## src/rtl/mstep_pkg.sv

```systemverilog
package mstep_pkg;

  typedef enum logic [1:0] {
    ST_IDLE = 2'd0,
    ST_STEP = 2'd1,
    ST_FIX  = 2'd2
  } mstep_state_e;

  typedef struct packed {
    logic neg;
    logic ovf;
  } mstep_cc_t;

endpackage

```

## src/rtl/mstep_ctrl.sv

```systemverilog
module mstep_ctrl #(
  parameter int WIDTH      = 32,
  parameter int SHORT_BITS = 12
) (
  input  logic clk,
  input  logic rst_n,
  input  logic start,
  input  logic short_sel,
  output logic load,
  output logic step_en,
  output logic final_step,
  output logic fix_en,
  output logic short_q,
  output logic busy
);
  import mstep_pkg::*;

  localparam int LONG_STEPS  = WIDTH + 1;
  localparam int SHORT_STEPS = SHORT_BITS + 1;
  localparam int CNT_W       = $clog2(LONG_STEPS + 1);
  localparam logic [CNT_W-1:0] LONG_LAST  = CNT_W'(LONG_STEPS - 1);
  localparam logic [CNT_W-1:0] SHORT_LAST = CNT_W'(SHORT_STEPS - 1);

  mstep_state_e      state_q, state_d;
  logic [CNT_W-1:0]  cnt_q, cnt_d;
  logic              short_d;

  always_comb begin
    state_d = state_q;
    cnt_d   = cnt_q;
    short_d = short_q;
    load    = 1'b0;
    step_en = 1'b0;
    fix_en  = 1'b0;
    case (state_q)
      ST_IDLE: begin
        if (start) begin
          load    = 1'b1;
          state_d = ST_STEP;
          cnt_d   = short_sel ? SHORT_LAST : LONG_LAST;
          short_d = short_sel;
        end
      end
      ST_STEP: begin
        step_en = 1'b1;
        if (cnt_q == '0) begin
          state_d = ST_FIX;
        end else begin
          cnt_d = cnt_q - 1'b1;
        end
      end
      ST_FIX: begin
        fix_en  = 1'b1;
        state_d = ST_IDLE;
      end
      default: state_d = ST_IDLE;
    endcase
  end

  always_ff @(posedge clk or negedge rst_n) begin
    if (!rst_n) begin
      state_q <= ST_IDLE;
      cnt_q   <= '0;
      short_q <= 1'b0;
    end else begin
      state_q <= state_d;
      cnt_q   <= cnt_d;
      short_q <= short_d;
    end
  end

  assign final_step = (state_q == ST_STEP) && (cnt_q == '0);
  assign busy       = (state_q != ST_IDLE);

endmodule

```

## src/rtl/mstep_step.sv

```systemverilog
module mstep_step #(
  parameter int WIDTH = 32
) (
  input  logic             clk,
  input  logic             rst_n,
  input  logic             load,
  input  logic             step_en,
  input  logic             final_step,
  input  logic [WIDTH-1:0] a_in,
  input  logic [WIDTH-1:0] b_in,
  output logic [WIDTH-1:0] pp,
  output logic [WIDTH-1:0] yreg,
  output logic [WIDTH-1:0] a_hold,
  output logic             b_top
);
  import mstep_pkg::*;

  logic [WIDTH-1:0] pp_d, y_d, a_d, b_q, b_d;
  logic [WIDTH-1:0] shifted, addend, sum;
  mstep_cc_t        cc_q, cc_d;

  // One multiply step: shift the sign-style bit into the partial product,
  // add the multiplicand when the multiplier LSB is set (never on the
  // closing shift), and rotate the partial-product LSB into the multiplier.
  always_comb begin
    shifted = {cc_q.neg ^ cc_q.ovf, pp[WIDTH-1:1]};
    addend  = (yreg[0] && !final_step) ? b_q : '0;
    sum     = shifted + addend;
  end

  always_comb begin
    pp_d = pp;
    y_d  = yreg;
    a_d  = a_hold;
    b_d  = b_q;
    cc_d = cc_q;
    if (load) begin
      pp_d = '0;
      y_d  = a_in;
      a_d  = a_in;
      b_d  = b_in;
      cc_d = '{neg: 1'b0, ovf: 1'b0};
    end else if (step_en) begin
      pp_d     = sum;
      y_d      = {pp[0], yreg[WIDTH-1:1]};
      cc_d.neg = sum[WIDTH-1];
      cc_d.ovf = (shifted[WIDTH-1] == addend[WIDTH-1]) &&
                 (sum[WIDTH-1] != shifted[WIDTH-1]);
    end
  end

  always_ff @(posedge clk or negedge rst_n) begin
    if (!rst_n) begin
      pp     <= '0;
      yreg   <= '0;
      a_hold <= '0;
      b_q    <= '0;
      cc_q   <= '0;
    end else begin
      pp     <= pp_d;
      yreg   <= y_d;
      a_hold <= a_d;
      b_q    <= b_d;
      cc_q   <= cc_d;
    end
  end

  assign b_top = b_q[WIDTH-1];

endmodule

```

## src/rtl/mstep_fixup.sv

```systemverilog
module mstep_fixup #(
  parameter int WIDTH      = 32,
  parameter int SHORT_BITS = 12
) (
  input  logic             short_q,
  input  logic [WIDTH-1:0] pp,
  input  logic [WIDTH-1:0] yreg,
  input  logic [WIDTH-1:0] a_hold,
  input  logic             b_top,
  output logic [WIDTH-1:0] hi_nx,
  output logic [WIDTH-1:0] lo_nx
);
  localparam int LOW_SHIFT = WIDTH - SHORT_BITS;

  logic [WIDTH-1:0] comp;

  always_comb begin
    comp = a_hold & {WIDTH{b_top}};
    if (short_q) begin
      hi_nx = '0;
      lo_nx = (pp << SHORT_BITS) | (yreg >> LOW_SHIFT);
    end else begin
      hi_nx = pp + comp;
      lo_nx = yreg;
    end
  end

endmodule

```

## src/rtl/mstep_mul.sv

```systemverilog
module mstep_mul #(
  parameter int WIDTH      = 32,
  parameter int SHORT_BITS = 12
) (
  input  logic             clk,
  input  logic             rst_n,
  input  logic             start,
  input  logic [WIDTH-1:0] op_a,
  input  logic [WIDTH-1:0] op_b,
  output logic             busy,
  output logic             done,
  output logic [WIDTH-1:0] prod_hi,
  output logic [WIDTH-1:0] prod_lo,
  output logic             zero_flag,
  output logic             ovf_flag
);
  logic             rst_meta_n, rst_sync_n;
  logic             short_sel, load, step_en, final_step, fix_en, short_q, b_top;
  logic [WIDTH-1:0] pp, yreg, a_hold, hi_nx, lo_nx;
  logic [WIDTH-1:0] hi_d, lo_d;
  logic             zero_d, ovf_d, done_d;

  always_ff @(posedge clk or negedge rst_n) begin
    if (!rst_n) begin
      rst_meta_n <= 1'b0;
      rst_sync_n <= 1'b0;
    end else begin
      rst_meta_n <= 1'b1;
      rst_sync_n <= rst_meta_n;
    end
  end

  assign short_sel = (((op_a | op_b) >> SHORT_BITS) == '0);

  mstep_ctrl #(.WIDTH(WIDTH), .SHORT_BITS(SHORT_BITS)) u_ctrl (
    .clk       (clk),
    .rst_n     (rst_sync_n),
    .start     (start),
    .short_sel (short_sel),
    .load      (load),
    .step_en   (step_en),
    .final_step(final_step),
    .fix_en    (fix_en),
    .short_q   (short_q),
    .busy      (busy)
  );

  mstep_step #(.WIDTH(WIDTH)) u_step (
    .clk       (clk),
    .rst_n     (rst_sync_n),
    .load      (load),
    .step_en   (step_en),
    .final_step(final_step),
    .a_in      (op_a),
    .b_in      (op_b),
    .pp        (pp),
    .yreg      (yreg),
    .a_hold    (a_hold),
    .b_top     (b_top)
  );

  mstep_fixup #(.WIDTH(WIDTH), .SHORT_BITS(SHORT_BITS)) u_fix (
    .short_q(short_q),
    .pp     (pp),
    .yreg   (yreg),
    .a_hold (a_hold),
    .b_top  (b_top),
    .hi_nx  (hi_nx),
    .lo_nx  (lo_nx)
  );

  always_comb begin
    hi_d   = prod_hi;
    lo_d   = prod_lo;
    zero_d = zero_flag;
    ovf_d  = ovf_flag;
    done_d = fix_en;
    if (fix_en) begin
      hi_d   = hi_nx;
      lo_d   = lo_nx;
      zero_d = (hi_nx == '0);
      ovf_d  = (hi_nx != '0);
    end
  end

  always_ff @(posedge clk or negedge rst_sync_n) begin
    if (!rst_sync_n) begin
      prod_hi   <= '0;
      prod_lo   <= '0;
      zero_flag <= 1'b1;
      ovf_flag  <= 1'b0;
      done      <= 1'b0;
    end else begin
      prod_hi   <= hi_d;
      prod_lo   <= lo_d;
      zero_flag <= zero_d;
      ovf_flag  <= ovf_d;
      done      <= done_d;
    end
  end

endmodule

```

## config.mk

```make
export PLATFORM = sky130hd
export DESIGN_NAME = mstep_mul
export DESIGN_NICKNAME = d
export VERILOG_FILES = /design/src/rtl/mstep_pkg.sv /design/src/rtl/mstep_ctrl.sv /design/src/rtl/mstep_step.sv /design/src/rtl/mstep_fixup.sv /design/src/rtl/mstep_mul.sv
export SDC_FILE = /design/constraint.sdc
export NUM_CORES = 1
export LEC_CHECK = 0
export ABC_AREA = 1
export ABC_CLOCK_PERIOD_IN_PS = 9600
export BUFFER_PORTS_ARGS = -buffer_cell sky130_fd_sc_hd__buf_2
export CORE_ASPECT_RATIO = 0.75
export CORE_MARGIN = 3
export CORE_UTILIZATION = 25
export CTS_BUF_LIST = sky130_fd_sc_hd__clkbuf_8
export DETAILED_ROUTE_END_ITERATION = 12
export GPL_TIMING_DRIVEN = 0
export SETUP_SLACK_MARGIN = 0.1
export SLEW_MARGIN = 15
export SYNTH_ARGS = -nofsm -noshare
export SYNTH_HDL_FRONTEND = slang
export SYNTH_SLANG_ARGS = --single-unit
```

## constraint.sdc

```tcl
create_clock -name clk -period 9.6 [get_ports clk]
set_clock_uncertainty 0.1 [all_clocks]
set_input_delay 0 -clock clk [delete_from_list [all_inputs] [get_ports clk]]
set_output_delay 0 -clock clk [all_outputs]
set_load 0.005 [all_outputs]
```

Yosys cells after proc, flatten, opt, wreduce, memory -nomap -nowiden

Index checks and enable logic that the tools add are counted.

$add $sub $neg: 3
Equal/unequal tests: 7
Mux-type cells: 20
Bitwise logic cells: 4
Reduce and logical (&&, ||, !) cells: 15

Operator list:

| kind                                                 | count |
|---|---|
| two-way mux 32 bit                                   | 7 |
| adder 32 bit                                         | 2 |
| zero test 32 bit                                     | 2 |
| bitwise AND 32 bit                                   | 1 |
| bitwise OR 32 x 12 -> 32 bit                         | 1 |
| bitwise OR 32 bit                                    | 1 |
| nonzero test 32 bit                                  | 1 |
| two-way mux 6 bit                                    | 3 |
| one-hot mux 6 bit (2 select lines)                   | 1 |
| two-way mux 2 bit                                    | 4 |
| zero test 6 bit                                      | 1 |
| inequality test 2 bit (second input constant)        | 3 |
| nonzero test 2 bit                                   | 3 |
| subtractor 6 x 1 -> 6 bit (second input constant)    | 1 |
| two-way mux 1 bit                                    | 4 |
| one-hot mux 2 bit (2 select lines)                   | 1 |
| AND reduction 2 bit                                  | 2 |
| logical AND 1 bit                                    | 3 |
| AND reduction 3 bit                                  | 1 |
| equality test 2 x 1 -> 1 bit (second input constant) | 1 |
| equality test 2 bit (second input constant)          | 1 |
| zero test 2 bit                                      | 1 |
| equality test 1 bit                                  | 1 |
| zero test 1 bit                                      | 1 |
| other kinds (2)                                      | 2 |

Flip-flop bits (word level): 208
Output and inout port bits: 68
Logic and storage cells: 65

Depth between registers and ports, before layout

Gate-level depths: netlist of run 1.

Word-level depth: 10
Depth in mapped cells: 24
Depth with buffers taken out: 23

By module

Synthesis of run 1 repeated with hierarchy kept, for this count alone.

Cell total of the unflattened synthesis: 2160
Area total of the unflattened synthesis: 14201.1 um^2

Modules (own cells, without submodules):

| module      | instances | cells an instance | area an instance (um^2) |
|---|---|---|---|
| mstep_step  | 1         | 1034              | 7503.4 |
| mstep_fixup | 1         | 711               | 3289.4 |
| mstep_mul   | 1         | 341               | 2808.9 |
| mstep_ctrl  | 1         | 74                | 599.3 |

Worst setup path after synthesis of run 1

Ideal clock, no wire load.

Kind: reg-to-reg
Start: register u_ctrl.cnt_q[0]
End: register u_step.pp[26]
Arrival: 2.887 ns
Data required time: 9.382 ns
Setup slack: 6.495 ns
Cell stages (with the launch flop): 25
Period minus slack after synthesis: 3.105 ns
Cell sequence: dfrtp_1 > inv_1 > ha_1 > nand3_1 > nor2_1 > nor2_1 > inv_1 > clkbuf_1 > nor2_1 > ha_1 > inv_1 > fa_1 > inv_1 > nand2_1 > a21oi_2 > a21boi_1 > o21bai_1 > nand2_1 > nand2_1 > a21o_1 > nand2_1 > nand2_1 > nand2_1 > nand3_1 > nand2_1

Word-level cells in the longest chain between the ends: 8

RTL lines:

| element                | line             | text |
|---|---|---|
| from (decl)            | mstep_ctrl.sv:25 | `logic [CNT_W-1:0] cnt_q, cnt_d;` |
| from (signal assigned) | mstep_ctrl.sv:67 | `cnt_q <= cnt_d;` |
| zero test 6 bit        | mstep_ctrl.sv:72 | `assign final_step = (state_q == ST_STEP) && (cnt_q == '0);` |
| logical AND 1 bit      | mstep_ctrl.sv:72 |  |
| zero test 1 bit        | mstep_step.sv:27 | `addend = (yreg[0] && !final_step) ? b_q : '0;` |
| logical AND 1 bit      | mstep_step.sv:27 |  |
| two-way mux 32 bit     | mstep_step.sv:27 |  |
| adder 32 bit           | mstep_step.sv:28 | `sum = shifted + addend;` |
| two-way mux 32 bit     | mstep_step.sv:43 | `end else if (step_en) begin` |
| two-way mux 32 bit     | mstep_step.sv:37 | `if (load) begin` |
| to (signal assigned)   | mstep_step.sv:60 | `pp <= pp_d;` |
| to (decl)              | mstep_step.sv:11 | `output logic [WIDTH-1:0] pp,` |

Every way passes these cells. The select of a mux whose other input is x is not followed.
A chain may end at the register's enable or synchronous reset.

Worst setup path in the final report of run 1

Ends and elaborated chain as after synthesis.

==> flow_summary.toml, run 1 <==
[synth]
synth_top_cell_by_area = "sky130_fd_sc_hd__dfrtp_1"
yosys-mux-area-fraction = 0
synth.top_cell.area_share = 0.396
yosys.area_share.simple = 0.300
synth_area_per_cell_um2 = 6.99
count_of_flip_flops_with_a_built_in_enable_after_synthesis = 0
ys_top_cells_by_area = "sky130_fd_sc_hd__dfrtp_1 40%, sky130_fd_sc_hd__nand2_1 17%, sky130_fd_sc_hd__inv_1 7.8%"
synth-seq-area-share = 0.398
synth_commonest_cells = "607 x sky130_fd_sc_hd__nand2_1, 271 x sky130_fd_sc_hd__inv_1, 206 x sky130_fd_sc_hd__dfrtp_1, 156 x sky130_fd_sc_hd__nor2_1, 124 x sky130_fd_sc_hd__a21oi_1"
cell_variety_after_synth = 49
postSynthRegisterBits = 207
synth_xor_xnor_area_share = 0.00336
synth.most_common_cell = "sky130_fd_sc_hd__nand2_1"
synthesized_netlist_net_count = 1996
yosys.area_share.adder = 0.0645
synth_top_family_by_area = "simple AND/OR/NAND/NOR gates"
async_reset_ff_frac = 1.00
dominantRegCellSynth = "sky130_fd_sc_hd__dfrtp_1"
compound_gate_fraction_of_synth_area = 0.136
netlist_area_um2 = 13000
synthCells = 1863
ys_warn_count = 0

[placement]
port_buffers = 134
place_ws_ns = 5.56
gp_congestion = 0.928
dp.final_hpwl_mm = 39.1

[worst_setup_path]
critPathRequiredTime_ns = 9.94
worst_setup_path_end_kind = "register"
ff2ff_setup_slack_ns = 5.52
critPathKind = "reg2reg"
timing.critical_path.arrival_ns = 4.43
critPathMaxFanout = 10
critical_path_source_type = "register"

[grt]
grt_max_degree = 59
global_route.usage.total = 0.174
antenna_found_initial = 2
grt_pass1_vias = 12600
globalRoute.totalOverflow = 0
grt_pass1_wl_mm = 73.9

[sta]
final_max_slew_viol_count = 0
relSlewSlack = 0.393
timing.final.ws_setup_ns = 5.52
tightest_slew_ns = 0.910
setup_viol = 0
final_hold_viol_count = 0
layout_min_cycle_time_ns = 4.08
final.period_utilization = 0.425
finalSetupTns_ns = 0
max_freq_mhz = 245
unrepaired_setup_endpoints_after_global_routing = "no"

[layout]
fill_cells = 5577
regArea_um2 = 5180
layout-drive-gt1-share = 0.121
multi_input_area_um2 = 6570
syn2layout_area_growth_pct = 23.0
layout.nets = 2237
antenna-diode-count = 0

[pwr]
vdd_ir_drop_max_mv = 0.104
combinational_share_of_power = 0.531
seq_power_share = 0.311
power_density_nw_per_um2 = 322
switching_power_as_a_share_of_total_power = 0.496
p_int_mw = 2.60
p_switching_mw = 2.56
clockPowerShare = 0.157
power.static_leakage_nw = 8.27

[route]
vias = 13100
detail_route.wl_per_cell_um = 17.0
route.antenna.remaining_nets = 0
drt_drc_violations_left = 0
first_iter_violations = 1176
routed_via_density = 4.65
detail_route.first_pass.iterations = 6
postRouteWirelength_mm = 48.0

[clock_tree]
htree_levels = 2
tritoncts.num_buffers = 35
cts-hold-fix-buffers = 67
clk_root_buffer_cell = "sky130_fd_sc_hd__clkbuf_8"
clock_sinks = 207
clock_path_buffers = 3
ctsResizeCount = 0
cts_tree = "done"
cts_setup_buffers = 0
clkTransAtPathRegs_ns = 0.06
worstSkewPairLatency_ns = 0.56

[floorplan]
starting_density_of_the_core = 0.256
coreArea_um2 = 50800
floorplan.rows = 71
ios = 135
floorplan.die_area_um2 = 54900
dieWidth_um = 270
die_h_um = 204

[run]
cap_violations = 0

[status]
status = "finished clean"

[worst_hold_path]
hold_path.class = "in2reg"
## power groups by stage
stage          sequential (mW)  combinational (mW)  clock (mW)
6_report                  1.60                2.74       0.811
5_1_grt                   1.64                3.10       0.872
4_1_cts                   1.59                2.72       0.832
3_5_place_dp              1.60                2.68           0
3_3_place_gp              1.60                2.62           0
2_1_floorplan             1.46                1.87           0
## cell usage in the layout (no fill, tap or decap), drive strengths merged, types with 3 or more instances in the layout
cell / Yosys / layout
a21boi: 4 / 4
o31ai: 3 / 3
nor2: 174 / 174
a21o: 7 / 7
nand3: 70 / 70
a31oi: 5 / 5
ha: 64 / 64
nand2: 630 / 630
clkbuf: 45 / 90
nor3: 15 / 15
xnor2: 3 / 3
or2: 5 / 5
clkinv: 3 / 6
o21ai: 117 / 117
dfrtp: 206 / 206
nor4: 12 / 12
nand4: 20 / 20
dlygate4sd3: 0 / 67
clkinvlp: 0 / 3
a221oi: 3 / 3
inv: 277 / 287
o221ai: 33 / 33
nand3b: 7 / 7
buf: 13 / 150
a21oi: 128 / 128
and2: 3 / 3
## cell families (layout without fill, tap and decap cells)
family | count (synthesis) | in the layout
adder cells (fa/ha/maj) | 66 | 66
XOR/XNOR | 5 | 5
AND/OR/NAND/NOR | 936 | 936
other | 1 | 1
AO/OA/AOI/OAI | 310 | 310
buffers and inverters | 338 | 603
flip-flops | 207 | 207
## registers in the layout, indices dropped and copies added, names as in the netlist, 2 cells and up
register,count
prod_hi,32
prod_lo,32
u_ctrl.cnt_q,6
u_ctrl.state_q,2
u_step.a_hold,32
u_step.b_q,32
u_step.cc_q,2
u_step.pp,31
u_step.yreg,32
## layer usage
layer	share of wire	up-vias	track usage
met5	0	-	0
met4	0.017	0	0.0333
met3	0.10	62	0.0429
met2	0.39	472	0.246
met1	0.49	6143	0.265
li1	-	6446	-
## critical path, cell delays in order (launching register included)
cell	delay (ns)
sky130_fd_sc_hd__dfrtp_1	0.37
sky130_fd_sc_hd__inv_1	0.08
sky130_fd_sc_hd__ha_1	0.20
sky130_fd_sc_hd__nand3_1	0.10
sky130_fd_sc_hd__nor2_1	0.08
sky130_fd_sc_hd__nor2_1	0.24
sky130_fd_sc_hd__inv_1	0.14
sky130_fd_sc_hd__clkbuf_1	0.26
sky130_fd_sc_hd__nor2_1	0.24
sky130_fd_sc_hd__ha_1	0.18
sky130_fd_sc_hd__inv_1	0.07
sky130_fd_sc_hd__fa_1	0.35
sky130_fd_sc_hd__inv_1	0.08
sky130_fd_sc_hd__nand2_1	0.08
sky130_fd_sc_hd__a21oi_2	0.23
sky130_fd_sc_hd__a21boi_1	0.16
sky130_fd_sc_hd__o21bai_1	0.23
sky130_fd_sc_hd__nand2_1	0.09
sky130_fd_sc_hd__nand2_1	0.15
sky130_fd_sc_hd__a21o_1	0.21
sky130_fd_sc_hd__nand2_1	0.10
sky130_fd_sc_hd__nand2_1	0.07
sky130_fd_sc_hd__nand2_1	0.04
sky130_fd_sc_hd__nand3_1	0.07
sky130_fd_sc_hd__nand2_1	0.06
## cell type report
cell class / count / share of cell area
repair buffers: 204 / 0.0889
flip-flops and latches: 207 / 0.324
clock buffers: 45 / 0.0387
inverters: 280 / 0.0656
plain buffers: 58 / 0.0141
clock inverters: 16 / 0.00492
well taps: 693 / 0.0541
multi-input cells: 1318 / 0.410
## final timing paths
kind                                                    to                        start  depth (start not counted)
worst min register to register      prod_hi[4]$_DFFE_PN0P_         rst_sync_n$_DFF_PN0_                          0
min in group asynchronous           prod_hi[4]$_DFFE_PN0P_         rst_sync_n$_DFF_PN0_                          0
worst max-delay path             u_step.pp[26]$_DFFE_PN0P_  u_ctrl.cnt_q[0]$_DFFE_PN0P_                         24
worst max register to register   u_step.pp[26]$_DFFE_PN0P_  u_ctrl.cnt_q[0]$_DFFE_PN0P_                         24
worst min-delay path             u_step.b_q[8]$_DFFE_PN0P_                      op_b[8]                          4
max in group asynchronous       u_step.b_q[13]$_DFFE_PN0P_         rst_sync_n$_DFF_PN0_                          3
## stage by stage
step                 util  power (mW)  instance area (µm²)  std cells  hold slack (ns)
floorplan               -        3.33                13000       1863           -0.396
global placement    0.287        4.23                14600       2690           -0.315
detailed placement  0.288        4.28                14700       2693           -0.313
CTS                 0.315        5.14                16000       2821           0.0452
global route        0.315        5.61                16000       2821           0.0819
finish              0.315        5.15                16000       2821           0.0828
No activity file was read; power rests on OpenSTA's default activity.
==> run 2, diff against run 1 <==
--- a/config.mk
+++ b/config.mk
@@ -5,8 +5,8 @@
 export SDC_FILE = /design/constraint.sdc
 export NUM_CORES = 1
 export LEC_CHECK = 0
-export ABC_AREA = 1
-export ABC_CLOCK_PERIOD_IN_PS = 9600
+export ABC_AREA = 0
+export ABC_CLOCK_PERIOD_IN_PS = 4250
 export BUFFER_PORTS_ARGS = -buffer_cell sky130_fd_sc_hd__buf_2
 export CORE_ASPECT_RATIO = 0.75
 export CORE_MARGIN = 3
==> constraint.sdc (replaced) <==
create_clock -name clk -period 4.25 [get_ports clk]
set_clock_uncertainty 0.1 [all_clocks]
set_input_delay 0 -clock clk [delete_from_list [all_inputs] [get_ports clk]]
set_output_delay 0 -clock clk [all_outputs]
set_load 0.005 [all_outputs]
==> run 2 against run 1 <==
Against the previous run: count of clock-buffer cells in the layout unchanged; routed wire length down 7.4%; area after synthesis down 5.2%; final area up 0.43%; sequential share of layout area down 0.13 points; setup slack worse by 5.4 ns; fmax down 1.1%; sequential power up 140%; total power up 140%; via count down 9.5%; clock power up 150%; first-iteration DRC count up 3.9%; critical path type unchanged; critical endpoint is now ovf_flag$_DFFE_PN0P_; largest cell class unchanged.
==> flow_summary.toml, run 2 <==
[worst_setup_path]
crit_path_cell_trace = "buf_4 -> and2_1 -> ha_2 -> a21o_1 -> nor2b_1 -> a211o_1 -> a21o_1 -> or3_4 -> a221o_1 -> or4_1 -> or4_4 -> o221a_1"
worst_path_largest_cell_delay_ns = 0.53
critPathKind = "reg2reg"
critical_path.startpoint = "u_step.b_q[31]$_DFFE_PN0P_"
worst_setup_path_end_kind = "register"
critPathMaxFanout = 12
timing.critical_path.mode_cell = "sky130_fd_sc_hd__a21o_1"
timing.critical_path.arrival_ns = 4.48
critical-path-top-delay-family = "simple AND/OR/NAND/NOR gates"
crit_buf_inv = 1
critical_path_source_type = "register"
critPathRequiredTime_ns = 4.60
critical_path.reg2reg.startpoint = "u_step.b_q[31]$_DFFE_PN0P_"
crit_slowest_cell = "sky130_fd_sc_hd__or4_4"

[grt]
grt_pass1_wl_mm = 68.5
grt_pass1_vias = 11400
globalRoute.totalOverflow = 0
global_route.usage.total = 0.167
grt_max_degree = 51
antenna_found_initial = 3

[sta]
timing.hold.ws_ns = 0.0760
final_hold_viol_count = 0
relSlewSlack = 0.345
final_max_slew_viol_count = 0
tightest_slew_ns = 0.983
final.period_utilization = 0.972
setup_viol = 0
layout_min_cycle_time_ns = 4.13
finalSetupTns_ns = 0
max_freq_mhz = 242
unrepaired_setup_endpoints_after_global_routing = "yes"

[synth]
synthesized_netlist_net_count = 1557
synth_commonest_cells = "372 x sky130_fd_sc_hd__nand2_1, 206 x sky130_fd_sc_hd__dfrtp_1, 98 x sky130_fd_sc_hd__o21ai_0, 71 x sky130_fd_sc_hd__and2_1, 64 x sky130_fd_sc_hd__ha_1"
synth_area_per_cell_um2 = 8.67
cell_variety_after_synth = 72
synth_top_cell_by_area = "sky130_fd_sc_hd__dfrtp_1"
dominantRegCellSynth = "sky130_fd_sc_hd__dfrtp_1"
synth-seq-area-share = 0.420
async_reset_ff_frac = 1.00
synth.top_cell.area_share = 0.417
ys_top_cells_by_area = "sky130_fd_sc_hd__dfrtp_1 42%, sky130_fd_sc_hd__nand2_1 11%, sky130_fd_sc_hd__ha_1 6.5%"
postSynthRegisterBits = 207
ys_warn_count = 0
synthCells = 1424
count_of_flip_flops_with_a_built_in_enable_after_synthesis = 0
synth.most_common_cell = "sky130_fd_sc_hd__nand2_1"
netlist_area_um2 = 12300

[layout]
syn2layout_area_growth_pct = 30.3
final_util = 0.335
layout-drive-gt1-share = 0.180
final_cell_area_um2 = 16100
layout.cells.most_common_list = "369 x sky130_fd_sc_hd__nand2_1, 204 x sky130_fd_sc_hd__dfrtp_1, 140 x sky130_fd_sc_hd__buf_2"
layout.nets = 1816
leading_cell_type_in_the_layout_fill_and_taps_excluded = "sky130_fd_sc_hd__nand2_1"

[clock_tree]
tritoncts.num_buffers = 34
worstSkewPairLatency_ns = 0.58
clk_root_buffer_cell = "sky130_fd_sc_hd__clkbuf_8"
cts_tree = "done"
clkTransAtPathRegs_ns = 0.07
htree_levels = 2
clock_path_buffers = 3
clock_sinks = 207

[floorplan]
dieWidth_um = 263
starting_density_of_the_core = 0.257
die_h_um = 198
ios = 135
coreArea_um2 = 48100
floorplan.rows = 69
floorplan.die_area_um2 = 52100

[placement]
dp.final_hpwl_mm = 34.5
port_buffers = 134
placement.cell_area_um2 = 13900
gp_congestion = 0.911

[pwr]
power.static_leakage_nw = 7.41
p_int_mw = 6.75
vdd_ir_drop_max_mv = 0.227
seq_power_share = 0.304
combinational_share_of_power = 0.536
switching_power_as_a_share_of_total_power = 0.460
power_density_nw_per_um2 = 776
p_switching_mw = 5.74
finalPower_mw = 12.5
clockPowerShare = 0.161

[worst_hold_path]
hp-start = "op_b[3]"
hold_path.class = "in2reg"

[route]
first_iter_violations = 1222
routed_via_density = 5.06
detail_route.first_pass.iterations = 5
detail_route.wl_per_cell_um = 18.9
vias = 11900
postRouteWirelength_mm = 44.5
route.antenna.remaining_nets = 0
drt_drc_violations_left = 0

[status]
status = "finished clean"

[run]
cap_violations = 0
## run 2: cell types whose count changed in the layout (fill, tap and decap cells not counted), moves of 20 or more
cell | before | now
sky130_fd_sc_hd__a21oi_1 | 124 | 54
sky130_fd_sc_hd__inv_1 | 281 | 25
sky130_fd_sc_hd__o221ai_1 | 33 | 1
sky130_fd_sc_hd__nand3_1 | 63 | 27
sky130_fd_sc_hd__xnor2_1 | 3 | 23
sky130_fd_sc_hd__mux2i_1 | 0 | 35
sky130_fd_sc_hd__and2_1 | 3 | 68
sky130_fd_sc_hd__nand2_1 | 607 | 369
sky130_fd_sc_hd__a22oi_1 | 2 | 33
sky130_fd_sc_hd__buf_4 | 1 | 23
sky130_fd_sc_hd__nand2_2 | 23 | 3
sky130_fd_sc_hd__nor2_1 | 156 | 52
sky130_fd_sc_hd__a22o_1 | 0 | 24
## run 2: power groups by stage
| stage | clock network (mW) | registers [mW] | logic [mW] |
|---|---|---|---|
| after detailed placement | 0 | 3.76 | 5.89 |
| after floorplan | 0 | 3.41 | 4.15 |
| after global placement | 0 | 3.75 | 5.77 |
| final | 2.01 | 3.79 | 6.69 |
| after CTS | 2.06 | 3.73 | 6.29 |
| after global routing | 2.13 | 3.89 | 7.41 |
## run 2: logic make-up (layout without fill, tap and decap cells)
logic type	count (synthesis)	after routing	synth area share
flops	207	207	0.420
compound gates	352	352	0.194
fa+ha+maj	66	66	0.0681
simple gates	627	627	0.231
buf+inv	96	379	0.0295
mux	36	36	0.0293
xor+xnor	39	39	0.0277
other cells	1	3	0.000304
## run 2: cell type report
cell class | instances | area (µm²)
diodes | 2 | 5.00
plain buffers | 69 | 297
clock buffers | 45 | 619
clock inverters | 15 | 154
fillers | 4962 | 32000
inverters | 23 | 86.3
multi-input cells | 1121 | 7340
flip-flops and latches | 207 | 5190
well taps | 639 | 800
repair buffers | 227 | 1610
## run 2: metal layers
metal,vias up,GRT usage,wire length (µm)
met1,5811,0.252,22000
met5,-,0,13
li1,5580,-,-
met2,426,0.247,18400
met4,2,0.0359,862
met3,59,0.0318,3210
## run 2: timing repair
item / CTS / global route
hold buffers: 67 / 0
hold endpoints to repair: 100 / 0
gates cloned: 1 / 0
buffers inserted: 10 / 11
pin swaps: 19 / 21
setup endpoints to repair: 18 / 15
resized for setup: 60 / 65
## run 2: worst register-to-register path, cell delays in order (launching register included)
cell                      delay, ns
sky130_fd_sc_hd__dfrtp_2       0.48
sky130_fd_sc_hd__buf_4         0.21
sky130_fd_sc_hd__and2_1        0.17
sky130_fd_sc_hd__ha_2          0.33
sky130_fd_sc_hd__a21o_1        0.21
sky130_fd_sc_hd__nor2b_1       0.13
sky130_fd_sc_hd__a211o_1       0.30
sky130_fd_sc_hd__a21o_1        0.23
sky130_fd_sc_hd__or3_4         0.38
sky130_fd_sc_hd__a221o_1       0.34
sky130_fd_sc_hd__or4_1         0.39
sky130_fd_sc_hd__or4_4         0.53
sky130_fd_sc_hd__o221a_1       0.21
## run 2: final timing paths
kind,endpoint,slack [ns],cells after the start
worst max register to register,ovf_flag$_DFFE_PN0P_,0.12,12
worst min-delay path,u_step.b_q[3]$_DFFE_PN0P_,0.08,4
max in group asynchronous,u_step.b_q[22]$_DFFE_PN0P_,2.67,3
worst max-delay path,ovf_flag$_DFFE_PN0P_,0.12,12
worst min register to register,prod_hi[12]$_DFFE_PN0P_,0.17,0
min in group asynchronous,prod_hi[12]$_DFFE_PN0P_,0.17,0
## run 2: through the flow
stage               cells  worst slack (ns)
CTS                  2336            0.0650
finish               2348             0.120
floorplan            1424             0.120
global route         2348            0.0172
detailed placement   2201            -0.796
global placement     2197            -0.700
